--- src/rtl/hic_pkg.sv ---
package hic_pkg;
    localparam int REG_W = 32;

    // status word layout
    localparam int ST_CRIT_VLD  = 31;
    localparam int ST_CRIT_LSB  = 29;
    localparam int ST_CRIT_W    = 2;
    localparam int ST_PER_LSB   = 24;
    localparam int ST_PER_W     = 5;
    localparam int ST_PER_VLD   = 23;
    localparam int ST_MAIN_VLD  = 21;
    localparam int ST_MAIN_LSB  = 16;
    localparam int ST_MAIN_W    = 5;

    // reset values
    localparam logic [REG_W-1:0] PER_MASK_RST  = 32'hFFFF_FC00;
    localparam logic [REG_W-1:0] CRIT_MAIN_RST = 32'h0001_FFFF;
    localparam logic [REG_W-1:0] PER_PRI0_RST  = 32'hF000_0000;

    typedef enum logic {
        TIER_IDLE = 1'b0,
        TIER_HELD = 1'b1
    } tier_state_e;
endpackage

--- src/rtl/hic_arbiter.sv ---
module hic_arbiter #(
    parameter int N  = 16,
    parameter int PW = 4,
    parameter int IW = (N > 1) ? $clog2(N) : 1
) (
    input  logic [N-1:0]    pend,
    input  logic [N*PW-1:0] prio,
    output logic            valid,
    output logic [IW-1:0]   idx,
    output logic [PW-1:0]   win_prio
);
    logic [PW-1:0] best;

    // strict comparison keeps the lowest index on a tie
    always_comb begin
        valid = 1'b0;
        idx   = '0;
        best  = '0;
        for (int i = 0; i < N; i++) begin
            if (pend[i] && (!valid || prio[i*PW +: PW] > best)) begin
                valid = 1'b1;
                idx   = IW'(i);
                best  = prio[i*PW +: PW];
            end
        end
    end

    assign win_prio = best;
endmodule

--- src/rtl/hic_tier_latch.sv ---
module hic_tier_latch
    import hic_pkg::*;
#(
    parameter int CW = 5
) (
    input  logic          clk,
    input  logic          rst_n,
    input  logic          win_vld,
    input  logic [CW-1:0] win_code,
    input  logic          clr,
    output logic          held,
    output logic [CW-1:0] code
);
    tier_state_e   state_q, state_d;
    logic [CW-1:0] code_q, code_d;

    always_comb begin
        state_d = state_q;
        code_d  = code_q;
        unique case (state_q)
            TIER_IDLE: begin
                if (win_vld && !clr) begin       // capture
                    state_d = TIER_HELD;
                    code_d  = win_code;
                end
            end
            TIER_HELD: begin
                if (clr) begin                   // release
                    state_d = TIER_IDLE;
                end
            end
            default: state_d = TIER_IDLE;
        endcase
    end

    always_ff @(posedge clk or negedge rst_n) begin
        if (!rst_n) begin
            state_q <= TIER_IDLE;
            code_q  <= '0;
        end else begin
            state_q <= state_d;
            code_q  <= code_d;
        end
    end

    always_comb begin
        held = (state_q == TIER_HELD);
        code = held ? code_q : '0;
    end

    AST_HOLD_STABLE: assert property (@(posedge clk) disable iff (!rst_n)
        (held && !clr) |=> (held && $stable(code)));
    AST_CLR_RELEASE: assert property (@(posedge clk) disable iff (!rst_n)
        (held && clr) |=> !held);
    AST_CAPTURE: assert property (@(posedge clk) disable iff (!rst_n)
        (!held && win_vld && !clr) |=> (held && code == $past(win_code)));
endmodule

--- src/rtl/hier_irq_ctrl.sv ---
module hier_irq_ctrl
    import hic_pkg::*;
#(
    parameter int NUM_PER  = 16,
    parameter int NUM_MAIN = 17,
    parameter int LO_CODE  = 4,
    parameter int NUM_CRIT = 4,
    parameter int HI_CODE  = 2,
    parameter int AW       = 4
) (
    input  logic                  clk,
    input  logic                  rst_n,
    input  logic [NUM_PER-1:0]    per_req,
    input  logic [NUM_MAIN-2:0]   main_req,
    input  logic [NUM_CRIT-2:0]   crit_req,
    input  logic                  reg_wr,
    input  logic [AW-1:0]         reg_addr,
    input  logic [REG_W-1:0]      reg_wdata,
    output logic [REG_W-1:0]      reg_rdata,
    output logic                  core_irq
);
    localparam int PER_REGS    = (NUM_PER + 7) / 8;
    localparam int MAIN_REGS   = (NUM_MAIN + 7) / 8;
    localparam int ADDR_PMASK  = 0;
    localparam int ADDR_CMAIN  = 1;
    localparam int PER_BASE    = 2;
    localparam int MAIN_BASE   = PER_BASE + PER_REGS;
    localparam int ADDR_STATUS = MAIN_BASE + MAIN_REGS;
    localparam int PIW         = $clog2(NUM_PER);
    localparam int MIW         = $clog2(NUM_MAIN);
    localparam int CIW         = $clog2(NUM_CRIT);

    // ---------------- registers ----------------
    logic [REG_W-1:0] per_mask_q, crit_main_q;
    logic [REG_W-1:0] per_pri_q  [PER_REGS];
    logic [REG_W-1:0] main_pri_q [MAIN_REGS];

    always_ff @(posedge clk or negedge rst_n) begin
        if (!rst_n) begin
            per_mask_q  <= PER_MASK_RST;
            crit_main_q <= CRIT_MAIN_RST;
            for (int i = 0; i < PER_REGS; i++)
                per_pri_q[i] <= (i == 0) ? PER_PRI0_RST : '0;
            for (int i = 0; i < MAIN_REGS; i++)
                main_pri_q[i] <= '0;
        end else if (reg_wr) begin
            if (reg_addr == AW'(ADDR_PMASK)) per_mask_q  <= reg_wdata;
            if (reg_addr == AW'(ADDR_CMAIN)) crit_main_q <= reg_wdata;
            for (int i = 0; i < PER_REGS; i++)
                if (reg_addr == AW'(PER_BASE + i)) per_pri_q[i] <= reg_wdata;
            for (int i = 0; i < MAIN_REGS; i++)
                if (reg_addr == AW'(MAIN_BASE + i)) main_pri_q[i] <= reg_wdata;
        end
    end

    // ---------------- request input registers ----------------
    logic [NUM_PER-1:0]  per_req_q;
    logic [NUM_MAIN-2:0] main_req_q;
    logic [NUM_CRIT-2:0] crit_req_q;

    always_ff @(posedge clk or negedge rst_n) begin
        if (!rst_n) begin
            per_req_q  <= '0;
            main_req_q <= '0;
            crit_req_q <= '0;
        end else begin
            per_req_q  <= per_req;
            main_req_q <= main_req;
            crit_req_q <= crit_req;
        end
    end

    // ---------------- peripheral tier ----------------
    logic [NUM_PER-1:0]   per_pend, per_hi;
    logic [NUM_PER*4-1:0] per_prio;
    logic                 hi_agg, lo_agg;

    for (genvar n = 0; n < NUM_PER; n++) begin : g_per
        assign per_prio[n*4 +: 4] = per_pri_q[n/8][31-4*(n%8) -: 4];
        assign per_pend[n]        = per_req_q[n] & ~per_mask_q[31-n];
        assign per_hi[n]          = per_prio[n*4+3];
    end

    assign hi_agg = |(per_pend & per_hi);
    assign lo_agg = |(per_pend & ~per_hi);

    logic           per_vld;
    logic [PIW-1:0] per_idx;
    logic [3:0]     per_win_prio;

    hic_arbiter #(.N(NUM_PER), .PW(4), .IW(PIW)) u_per_arb (
        .pend(per_pend), .prio(per_prio),
        .valid(per_vld), .idx(per_idx), .win_prio(per_win_prio)
    );

    // ---------------- main tier ----------------
    logic [NUM_MAIN-1:0]   main_raw, main_pend;
    logic [NUM_MAIN*4-1:0] main_prio;

    for (genvar c = 0; c < NUM_MAIN; c++) begin : g_main
        if (c == LO_CODE) begin : g_agg
            assign main_raw[c] = lo_agg;
        end else if (c < LO_CODE) begin : g_low
            assign main_raw[c] = main_req_q[c];
        end else begin : g_high
            assign main_raw[c] = main_req_q[c-1];
        end
        assign main_pend[c]        = main_raw[c] & ~crit_main_q[NUM_MAIN-1-c];
        assign main_prio[c*4 +: 4] = main_pri_q[c/8][31-4*(c%8) -: 4];
    end

    logic           main_vld;
    logic [MIW-1:0] main_idx;
    logic [3:0]     main_win_prio;

    hic_arbiter #(.N(NUM_MAIN), .PW(4), .IW(MIW)) u_main_arb (
        .pend(main_pend), .prio(main_prio),
        .valid(main_vld), .idx(main_idx), .win_prio(main_win_prio)
    );

    // ---------------- critical tier ----------------
    logic [NUM_CRIT-1:0]   crit_pend;
    logic [NUM_CRIT*2-1:0] crit_prio;

    for (genvar c = 0; c < NUM_CRIT; c++) begin : g_crit
        if (c == HI_CODE) begin : g_agg
            assign crit_pend[c] = hi_agg;
        end else if (c < HI_CODE) begin : g_low
            assign crit_pend[c] = crit_req_q[c];
        end else begin : g_high
            assign crit_pend[c] = crit_req_q[c-1];
        end
        assign crit_prio[c*2 +: 2] = crit_main_q[31-2*c -: 2];
    end

    logic           crit_vld;
    logic [CIW-1:0] crit_idx;
    logic [1:0]     crit_win_prio;

    hic_arbiter #(.N(NUM_CRIT), .PW(2), .IW(CIW)) u_crit_arb (
        .pend(crit_pend), .prio(crit_prio),
        .valid(crit_vld), .idx(crit_idx), .win_prio(crit_win_prio)
    );

    // ---------------- sticky status ----------------
    logic status_wr, clr_crit, clr_per, clr_main;
    assign status_wr = reg_wr && (reg_addr == AW'(ADDR_STATUS));
    assign clr_crit  = status_wr && reg_wdata[ST_CRIT_VLD];
    assign clr_per   = status_wr && reg_wdata[ST_PER_VLD];
    assign clr_main  = status_wr && reg_wdata[ST_MAIN_VLD];

    logic           crit_held, per_held, main_held;
    logic [CIW-1:0] crit_code;
    logic [PIW-1:0] per_code;
    logic [MIW-1:0] main_code;

    hic_tier_latch #(.CW(CIW)) u_crit_latch (
        .clk(clk), .rst_n(rst_n), .win_vld(crit_vld), .win_code(crit_idx),
        .clr(clr_crit), .held(crit_held), .code(crit_code)
    );
    hic_tier_latch #(.CW(PIW)) u_per_latch (
        .clk(clk), .rst_n(rst_n), .win_vld(per_vld), .win_code(per_idx),
        .clr(clr_per), .held(per_held), .code(per_code)
    );
    hic_tier_latch #(.CW(MIW)) u_main_latch (
        .clk(clk), .rst_n(rst_n), .win_vld(main_vld), .win_code(main_idx),
        .clr(clr_main), .held(main_held), .code(main_code)
    );

    logic [REG_W-1:0] status_word;
    always_comb begin
        status_word = '0;
        status_word[ST_CRIT_VLD]                      = crit_held;
        status_word[ST_CRIT_LSB +: ST_CRIT_W]         = ST_CRIT_W'(crit_code);
        status_word[ST_PER_LSB +: ST_PER_W]           = ST_PER_W'(per_code);
        status_word[ST_PER_VLD]                       = per_held;
        status_word[ST_MAIN_VLD]                      = main_held;
        status_word[ST_MAIN_LSB +: ST_MAIN_W]         = ST_MAIN_W'(main_code);
    end

    assign core_irq = crit_held | main_held;

    // ---------------- read mux ----------------
    always_comb begin
        reg_rdata = '0;
        if (reg_addr == AW'(ADDR_PMASK))  reg_rdata = per_mask_q;
        if (reg_addr == AW'(ADDR_CMAIN))  reg_rdata = crit_main_q;
        if (reg_addr == AW'(ADDR_STATUS)) reg_rdata = status_word;
        for (int i = 0; i < PER_REGS; i++)
            if (reg_addr == AW'(PER_BASE + i)) reg_rdata = per_pri_q[i];
        for (int i = 0; i < MAIN_REGS; i++)
            if (reg_addr == AW'(MAIN_BASE + i)) reg_rdata = main_pri_q[i];
    end

    // ---------------- assertions ----------------
    AST_PER_WIN_LIVE: assert property (@(posedge clk) disable iff (!rst_n)
        per_vld |-> per_pend[per_idx]);
    AST_HI_ROUTE: assert property (@(posedge clk) disable iff (!rst_n)
        (per_vld && per_win_prio[3]) |-> crit_vld);
    AST_LO_ROUTE: assert property (@(posedge clk) disable iff (!rst_n)
        (per_vld && !per_win_prio[3] && !crit_main_q[NUM_MAIN-1-LO_CODE]) |-> main_vld);
    AST_MAIN_CODE_OK: assert property (@(posedge clk) disable iff (!rst_n)
        main_held |-> (main_code < MIW'(NUM_MAIN)));
    AST_IRQ_RISE: assert property (@(posedge clk) disable iff (!rst_n)
        $rose(core_irq) |-> $past(crit_vld || main_vld));
endmodule

--- config.mk ---
export PLATFORM = sky130hd
export DESIGN_NAME = hier_irq_ctrl
export DESIGN_NICKNAME = d
export VERILOG_FILES = /design/src/rtl/hic_pkg.sv /design/src/rtl/hic_arbiter.sv /design/src/rtl/hic_tier_latch.sv /design/src/rtl/hier_irq_ctrl.sv
export SDC_FILE = /design/constraint.sdc
export NUM_CORES = 1
export LEC_CHECK = 0
export CAP_MARGIN = 40
export CORE_MARGIN = 3
export CORE_UTILIZATION = 40
export CTS_CLUSTER_SIZE = 20
export DETAILED_ROUTE_END_ITERATION = 10
export PLACE_DENSITY_LB_ADDON = 0.3
export SLEW_MARGIN = 20
export SYNTH_ARGS = -nofsm -noshare
export SYNTH_HDL_FRONTEND = slang
export SYNTH_HIERARCHICAL = 1
export SYNTH_SLANG_ARGS = --single-unit
--- constraint.sdc ---
create_clock -name clk -period 61.4 [get_ports clk]
set_clock_uncertainty 0.15 [all_clocks]
set_input_delay 15.35 -clock clk [delete_from_list [all_inputs] [get_ports clk]]
set_output_delay 15.35 -clock clk [all_outputs]
set_load 0.01 [all_outputs]
==> key figures <==
Outcome
  – Status: completed

CTS
  – H-tree depth: 1
  – CTS clock-pin slew for the worst setup and hold paths: 0.06 ns
  – # resized after CTS: 0
  – Clock Sinks: 273
  – Postcts setup bufs: 0
  – Skew-Pair Late Insertion Delay: approximately 0.60 ns
  – CTS tree: yes
  – Root Buffer: clkbuf_16
  – Bufs on Longest Clock Path: 3
  – Cts hold-fix bufs: 0
  – Number of buffers created by CTS: 30

Timing
  – Final-report hold violation count: 0
  – WHS: 0.3457 ns
  – Fin. max-slew vios: 0
  – Tmin final: 33.84 ns
  – Worst setup margin: about 28 ns
  – Final setup violation count: 0
  – Final worst-path cycle share: 55.12%
  – Setup TNS: 0 ns
  – Max-slew headroom: around two fifths
  – RSZ-0062 raised after global routing: no
  – Fmax: 0.02955 GHz
  – Worst Max-Slew Pin Slew: approximately 0.86 ns

Global route
  – GRT Total Usage: around a quarter
  – Largest net degree at the start of global routing: 67
  – GRT overflow: 0
  – Vias in the first global route: between 15,000 and 20,000
  – First-pass GRT wire length: 96,530 um
  – Number of antenna violations at the first check in global routing: 2

Detailed routing
  – Drt drc: 0
  – Detailed-route via count: 15,960
  – Drt pass-1 iters: 8
  – DR WL/cell: 24.65 um
  – Initial DRC Count: 1,424
  – Final WL: 64,070 um
  – Vias per cell: a little over 6
  – Post-route antenna net violation count: 0

Final layout
  – Register area: between 6000 and 7000 um2
  – Commonest non-fill, non-tap cell in the layout: mux2_2
  – Layout Utilization: 46.65%
  – Multi-input combinational cell area: 11,460 um2
  – Layout cell share with drive strength beyond 1: approximately 24%
  – Most frequent cells in the layout: mux2_2 (266), dfrtp_1 (230), inv_1 (119), ha_1 (115), nand2_1 (110)
  – Finished Layout Cells: 2,599
  – Nets@finish: 2,158
  – Fin area: 21,900 um2
  – Fill cells: roughly 4,300
  – Number of diodes: 0
  – P&R area growth vs syn: 14.37%

Floorplan
  – Die Ht: 224.8 um
  – Initial Util: 40.79%
  – Die Width: 224.8 um
  – Core region area: 46,950 um2
  – Row count: 79
  – DIE AREA: 50,540 um2
  – IO Count: about 110

Worst setup path
  – Crit-path cells: buf_4 > buf_4 > nor2b_1 > nand2_1 > o22ai_1 > nor3_1 > clkdlybuf4s50_1
  – Delay of the slowest critical-path stage: roughly 0.7 ns
  – Critical path launch point type: input pin
  – Top delay family on crit path: buffers and inverters
  – Worst endpoint data arrival time: 18.34 ns
  – Worst Path Buf+Inv: 3
  – Crit Path Category: in -> out
  – Crit path from: reg_addr[0]
  – CP Capture Type: primary output
  – Crit path max fanout: 56
  – Worst r2r src: crit_main_q[16]
  – CP dominant cell by count: buf_4
  – Req. time, crit path: between 40 and 50 ns
  – Highest-delay cell along the critical path: nand2_1

Logic synthesis
  – Syn Nets: 2,061
  – Post-synthesis instance total: 1,872
  – Post-synthesis average cell area: 10.23 um2
  – Cell Area, Synth: 19,150 um2
  – Synth warn: 6

Placed design
  – Inst Count DP: 2,542
  – Port Buf Inserts: 106
  – HPWL Detailed: 49,940 um
  – Gp weighted congestion: slightly below 1
  – DP Worst Slack: 27.61 ns
  – Area after DPL: 20,900 um2

Power and ir drop
  – Psw: 0.6128 mW
  – Peak supply drop: between 0.02 and 0.03 mV
  – Clock power share: between 10 and 15%
  – Sw Ratio: 46.26%
  – Pint: 0.7118 mW
  – Lkg Pwr: 9.400 nW
  – Sequential share of power: 21.2%
  – Logic pwr share: 65.1%
  – PD cells: 60.47 nW/um2
  – Total power: 1.325 mW

Worst hold path
  – Hold Path Class: reg -> reg
  – Min-delay src: main_pri_q[3]

Run
  – Max_cap viols: 0
[routing by layer]
layer,part of all wire [%],GRT usage [%],up-vias
met3,6.2,3.419,116
li1,-,-,7205
met1,44,33.86,8036
met2,46,41.00,604
met5,0.020,0,-
met4,3.7,8.366,2
[sequential cells by signal, summed over array words and instances (netlist names)]
| name | count |
|---|---|
| u_main_latch/held | 1 |
| crit_req_q | 3 |
| main_pri_q | 96 |
| per_pri_q | 48 |
| per_req_q | 16 |
| crit_main_q | 32 |
| u_per_latch/held | 1 |
| per_hi | 16 |
| u_per_latch/code_q | 4 |
| u_crit_latch/held | 1 |
| u_main_latch/code_q | 5 |
| main_req_q | 16 |
| per_mask_q | 32 |
| u_crit_latch/code_q | 2 |
[area by class of cell]
type	count	area share, %
multi-input cells	1412	52.34
repair buffers	131	6.204
clock inverters	14	0.6341
clock buffers	41	3.844
flip-flops and latches	273	31.43
inverters	121	2.074
well taps	607	3.467
[final timing paths]
check	cells after the start	endpoint	slack, ns
setup / recovery	7	reg_rdata[3]	27.56
setup reg to reg	120	u_main_latch/code_q[2]	33.45
hold reg to reg	1	main_pri_q[3]	0.35
max in group asynchronous	7	crit_main_q[0]	44.08
hold / removal	1	main_pri_q[3]	0.35
min in group asynchronous	1	main_req_q[5]	14.48
[power by group through the flow]
stage / sequential [mW] / clock [mW] / combinational, mW
floorplan: 0.251 / 0 / 0.655
global placement: 0.282 / 0 / 0.815
detailed placement: 0.283 / 0 / 0.842
CTS: 0.280 / 0.184 / 0.847
global route: 0.284 / 0.192 / 0.954
finish: 0.281 / 0.181 / 0.863
Power figures use the tool's default switching activity.
